File: config.mk
export PLATFORM = sky130hd
export DESIGN_NAME = clamp_shift_unit
export DESIGN_NICKNAME = d
export VERILOG_FILES = /design/src/rtl/clamp_shift_pkg.sv /design/src/rtl/shift_amount_ctl.sv /design/src/rtl/shift_core.sv /design/src/rtl/clamp_shift_unit.sv
export SDC_FILE = /design/constraint.sdc
export NUM_CORES = 1
export LEC_CHECK = 0
export CORE_MARGIN = 1.5
export CORE_UTILIZATION = 46
export CTS_CLUSTER_SIZE = 28
export DETAILED_ROUTE_END_ITERATION = 10
export HOLD_SLACK_MARGIN = 0.02
export PLACE_DENSITY = 0.79
export SYNTH_ARGS = -nofsm -noshare
export SYNTH_HDL_FRONTEND = slang
export SYNTH_SLANG_ARGS = --single-unit
File: constraint.sdc
create_clock -name clk -period 2.9 [get_ports clk]
set_input_delay 0.725 -clock clk [delete_from_list [all_inputs] [get_ports clk]]
set_output_delay 0.725 -clock clk [all_outputs]
set_load 0.02 [all_outputs]
File: src/rtl/clamp_shift_pkg.sv
package clamp_shift_pkg;

  typedef struct packed {
    logic right;
    logic arith;
    logic wrap;
    logic mirror;
  } shift_ctl_t;

endpackage

File: src/rtl/shift_amount_ctl.sv
module shift_amount_ctl #(
  parameter int DATA_W = 32
) (
  input  logic [DATA_W-1:0]         amt,
  input  logic                      wrap,
  output logic [$clog2(DATA_W)-1:0] eff_amt,
  output logic                      saturate
);
  localparam int AMT_W = $clog2(DATA_W);

  // Wrap mode keeps only the low bits; saturate mode flags any upper bit.
  assign eff_amt  = amt[AMT_W-1:0];
  assign saturate = !wrap && (amt[DATA_W-1:AMT_W] != '0);
endmodule

File: src/rtl/shift_core.sv
module shift_core
  import clamp_shift_pkg::*;
#(
  parameter int DATA_W = 32
) (
  input  logic [DATA_W-1:0]         a,
  input  logic [$clog2(DATA_W)-1:0] amt,
  input  logic                      saturate,
  input  shift_ctl_t                ctl,
  output logic [DATA_W-1:0]         result
);
  localparam int AMT_W = $clog2(DATA_W);

  logic [DATA_W-1:0] a_rev;
  logic [DATA_W-1:0] src;
  logic [DATA_W-1:0] stage [0:AMT_W];
  logic [DATA_W-1:0] shifted;
  logic              fill;

  genvar i;
  generate
    for (i = 0; i < DATA_W; i++) begin : g_rev_in
      assign a_rev[i] = a[DATA_W-1-i];
    end
  endgenerate

  // A left shift is a right shift of the mirrored word, mirrored back.
  always_comb begin
    if (!ctl.right)     src = a_rev;
    else if (ctl.mirror) src = a_rev;
    else                src = a;
  end

  assign fill     = ctl.right && ctl.arith && src[DATA_W-1];
  assign stage[0] = src;

  genvar s;
  generate
    for (s = 0; s < AMT_W; s++) begin : g_stage
      localparam int STEP = 1 << s;
      assign stage[s+1] = amt[s] ? {{STEP{fill}}, stage[s][DATA_W-1:STEP]} : stage[s];
    end
  endgenerate

  assign shifted = saturate ? {DATA_W{fill}} : stage[AMT_W];

  generate
    for (i = 0; i < DATA_W; i++) begin : g_rev_out
      assign result[i] = ctl.right ? shifted[i] : shifted[DATA_W-1-i];
    end
  endgenerate
endmodule

File: src/rtl/clamp_shift_unit.sv
module clamp_shift_unit
  import clamp_shift_pkg::*;
#(
  parameter int DATA_W = 32
) (
  input  logic              clk,
  input  logic              rst,
  input  logic              in_valid,
  output logic              in_ready,
  input  logic [DATA_W-1:0] in_a,
  input  logic [DATA_W-1:0] in_amt,
  input  logic              in_right,
  input  logic              in_arith,
  input  logic              in_wrap,
  input  logic              in_mirror,
  output logic              out_valid,
  input  logic              out_ready,
  output logic [DATA_W-1:0] out_data
);
  localparam int AMT_W = $clog2(DATA_W);

  shift_ctl_t        ctl;
  logic [AMT_W-1:0]  eff_amt;
  logic              saturate;
  logic [DATA_W-1:0] result;
  logic              accept;

  assign ctl = '{right: in_right, arith: in_arith, wrap: in_wrap, mirror: in_mirror};

  shift_amount_ctl #(.DATA_W(DATA_W)) u_amt (
    .amt(in_amt), .wrap(in_wrap), .eff_amt(eff_amt), .saturate(saturate)
  );

  shift_core #(.DATA_W(DATA_W)) u_core (
    .a(in_a), .amt(eff_amt), .saturate(saturate), .ctl(ctl), .result(result)
  );

  assign in_ready = !out_valid || out_ready;
  assign accept   = in_valid && in_ready;

  always_ff @(posedge clk) begin
    if (rst) begin
      out_valid <= 1'b0;
      out_data  <= '0;
    end else if (accept) begin
      out_valid <= 1'b1;
      out_data  <= result;
    end else if (out_ready) begin
      out_valid <= 1'b0;
    end
  end

  assert_reset_R1: assert property (@(posedge clk)
    rst |=> (!out_valid && out_data == '0));

  assert_latency_R9: assert property (@(posedge clk) disable iff (rst)
    accept |=> out_valid);

  assert_hold_R10: assert property (@(posedge clk) disable iff (rst)
    (out_valid && !out_ready) |=> (out_valid && $stable(out_data)));

  assert_left_clamp_R3: assert property (@(posedge clk) disable iff (rst)
    (accept && !in_wrap && !in_right && in_amt >= DATA_W) |=> (out_data == '0));

  assert_lsr_clamp_R4: assert property (@(posedge clk) disable iff (rst)
    (accept && !in_wrap && in_right && !in_arith && in_amt >= DATA_W) |=> (out_data == '0));

  assert_asr_clamp_R5: assert property (@(posedge clk) disable iff (rst)
    (accept && !in_wrap && in_right && in_arith && !in_mirror && in_amt >= DATA_W)
      |=> (out_data == {DATA_W{$past(in_a[DATA_W-1])}}));
endmodule

==> results by group <==
Synthesis
  – Prevailing post-synth register cell: dfxtp_1
  – Synth async-reset ratio: 0
  – Top cell type by total area after synthesis: mux4_2
  – YS warnings: 0
  – Syn_nets: 583
  – Post-synth EDFFs: 0
  – Yosys cell types: 64
  – Post-synth top area share: 0.198
  – Synthesized area per cell: 8.00 um2
  – Seq/Total Area, Yosys: 0.162
  – Synth area leaders: mux4_2, dfxtp_1, nand2_1
  – Post-Synthesis Cell Area: 4090 um2
  – Cell count after synthesis: 511
  – #FFs+latches synth: 33

Cells and area
  – Share of layout cells above drive strength 1: 0.330
  – Most frequent cells in the layout: buf_4, clkdlybuf4s50_1, nand2_1, nor2_1, mux4_2
  – Multi-input gate area: 3370 um2
  – Nets@finish: 805
  – Seq. cell area: 661 um2
  – Area growth syn-to-layout: 61.2%
  – Most common cell after layout, fill and taps aside: buf_4
  – Fillers: 636
  – Antenna diode count: 0

Drt
  – Final ANT Viol Nets: 0
  – Vias: 5601
  – Routed WL per cell: 22.1 um
  – DRT iter0 DRCs: 460
  – Residual DRC: 0
  – Drt first pass iters: 5
  – Final wirelength: 18600 um
  – Via density: 6.65

Flow run
  – Max-cap viol count: 0

Die
  – Initial Util: 0.471
  – Placeable Area: 8680 um2
  – Die height: 97.3 um
  – Io pins: 106
  – Chip width: 97.3 um
  – Die area: 9460 um2
  – Cell Rows: 34

Clock network
  – Worst-Skew Late Latency: 0.29 ns
  – H-tree Lvls: 2
  – CTS max path bufs: 2
  – Hold buffers post-CTS: 0
  – CTS tree: done
  – Clock slew at reported path FFs: 0.08 ns
  – CTS sink count: 33
  – Total CTS buffers: 5
  – CTS root buffer: clkbuf_8

Worst setup path
  – Max Fanout on Critical Path: 5
  – Critical Path Sink Type: flip-flop
  – Slowest stage delay, CP: 0.54 ns
  – Delay-heaviest family, CP: multiplexers
  – Crit Path Category: in -> reg
  – Arrival time worst endpoint: 3.05 ns
  – Worst path slowest cell: mux4_2
  – Crit path buf inv count: 1
  – Worst endpoint required time: 3.09 ns
  – Most used cell, CP: mux4_2
  – CP startpoint kind: input port
  – CP cell instances: clkdlybuf4s50_1, mux4_2, mux4_2, and2_4, o21ai_4, o211ai_1, a221o_1

STA
  – Finish-stage setup viols: 0
  – Slew margin rel.: 0.673
  – Final Hold Fails: 0
  – Setup Skew: 0.00469 ns
  – Fin crit period: 2.86 ns
  – Final worst-path cycle share: 0.987
  – Max-slew violations: 0
  – Final setup margin: 0.0367 ns
  – Max Clock Freq: 349 MHz
  – Slew @ Worst Pin: 0.489 ns

Global routing
  – Remaining global-route overflow: 0
  – First-pass GRT wire length: 29600 um
  – Vias in the first global route: 5480
  – Maximum number of pins on one net before global-route repair: 39
  – Antenna violations before repair: 0
  – Total GRT Usage: 0.391

Place
  – HPWL after detailed placement: 14800 um
  – Post-place setup slack: -0.818 ns
  – Port Buffer Count: 105
  – Final RePlAce weighted congestion: 1.02

Pwr
  – Power Total: 0.00199 W
  – Peak VDD IR: 0.164 mV
  – Power Density: 302 nW/um2
  – LEAKAGE: 2.71 nW

Status
  – Status: finished, final reports clean

Hold path
  – Min-delay worst type: reg -> reg
[state kept, by name, indices dropped and copies added, names as in the netlist]
register   count
out_data      32
out_valid      1
[cell families (layout without fill, tap and decap cells)]
group,after synthesis,in the layout,synth area share
and+or+nand+nor,177,177,0.208
DFF,33,33,0.162
AOI/OAI and AO/OA,186,186,0.310
buffers and inverters,52,275,0.0526
muxes,63,63,0.268
[path summary, 6_finish.rpt]
| kind | start | end | slack [ns] | depth (start not counted) |
|---|---|---|---|---|
| worst max-delay path | in_a[6] | out_data[12]$_SDFFE_PP0P_ | 0.04 | 7 |
| worst min-delay path | out_data[24]$_SDFFE_PP0P_ | out_data[24]$_SDFFE_PP0P_ | 0.46 | 2 |
| worst max register to register | out_valid$_SDFFE_PP0P_ | out_data[0]$_SDFFE_PP0P_ | 1.27 | 5 |
| worst min register to register | out_data[24]$_SDFFE_PP0P_ | out_data[24]$_SDFFE_PP0P_ | 0.46 | 2 |
[per-layer routing]
metal | track usage | routed length, um | up-vias
met5 | 0 | 0 | -
met4 | 0.180 | 965 | 0
met3 | 0.0540 | 1550 | 74
met2 | 0.687 | 9160 | 381
met1 | 0.473 | 6910 | 2656
li1 | - | - | 2490
[synth_stat cells (all sizes together) (4+ instances only)]
| library cell | number |
|---|---|
| nand3 | 8 |
| a21oi | 37 |
| nor4 | 7 |
| and3 | 10 |
| nand2 | 57 |
| and2 | 5 |
| mux2i | 16 |
| a22oi | 9 |
| o31ai | 10 |
| nand2b | 7 |
| mux2 | 11 |
| nand4 | 5 |
| nor3 | 20 |
| dfxtp | 33 |
| a31oi | 10 |
| a221o | 7 |
| buf | 10 |
| nor2 | 42 |
| o211ai | 10 |
| clkbuf | 33 |
| o22ai | 16 |
| a32o | 5 |
| a22o | 5 |
| o21ai | 36 |
| a211oi | 6 |
| nor2b | 4 |
| inv | 8 |
| mux4 | 36 |
[cell type report]
cell class                      count  share of cell area
Multi-Input combinational cell    426               0.511
Timing Repair Buffer              258               0.350
Sequential cell                    33               0.100
Tap cell                          108              0.0205
Clock buffer                        5              0.0104
Inverter                            9             0.00532
Clock inverter                      3             0.00266
[power by group]
group          total, W  switching [W]  internal, W
clock          0.000348       0.000182     0.000166
sequential     0.000505      0.0000181     0.000486
combinational   0.00114       0.000565     0.000573
[per-stage QoR]
step / area [um2] / util / hold WS [ns] / instances / TNS (ns)
floorplan: 4090 / - / 0.524 / 511 / 0
finish: 6590 / 0.759 / 0.465 / 842 / 0
CTS: 6520 / 0.751 / 0.462 / 841 / 0
detailed placement: 6280 / 0.724 / 0.451 / 829 / -18.18
global route: 6590 / 0.759 / 0.474 / 842 / -0.0228
global placement: 6280 / 0.724 / 0.439 / 829 / -16.72
[worst register-to-register path, stage by stage, from the launching register on]
cell and delay, ns:
dfxtp_1 0.31, nand2b_1 0.15, and2_1 0.36, buf_4 0.24, nor2_1 0.06, a2111oi_1 0.39
[what timing repair did]
item | 4_1_cts | 5_1_grt
gates cloned | 1 | 0
pin swaps | 10 | 8
endpoints found under the setup margin | 32 | 32
resized for setup | 27 | 25
buffers inserted | 4 | 2
Power figures use the tool's default switching activity.
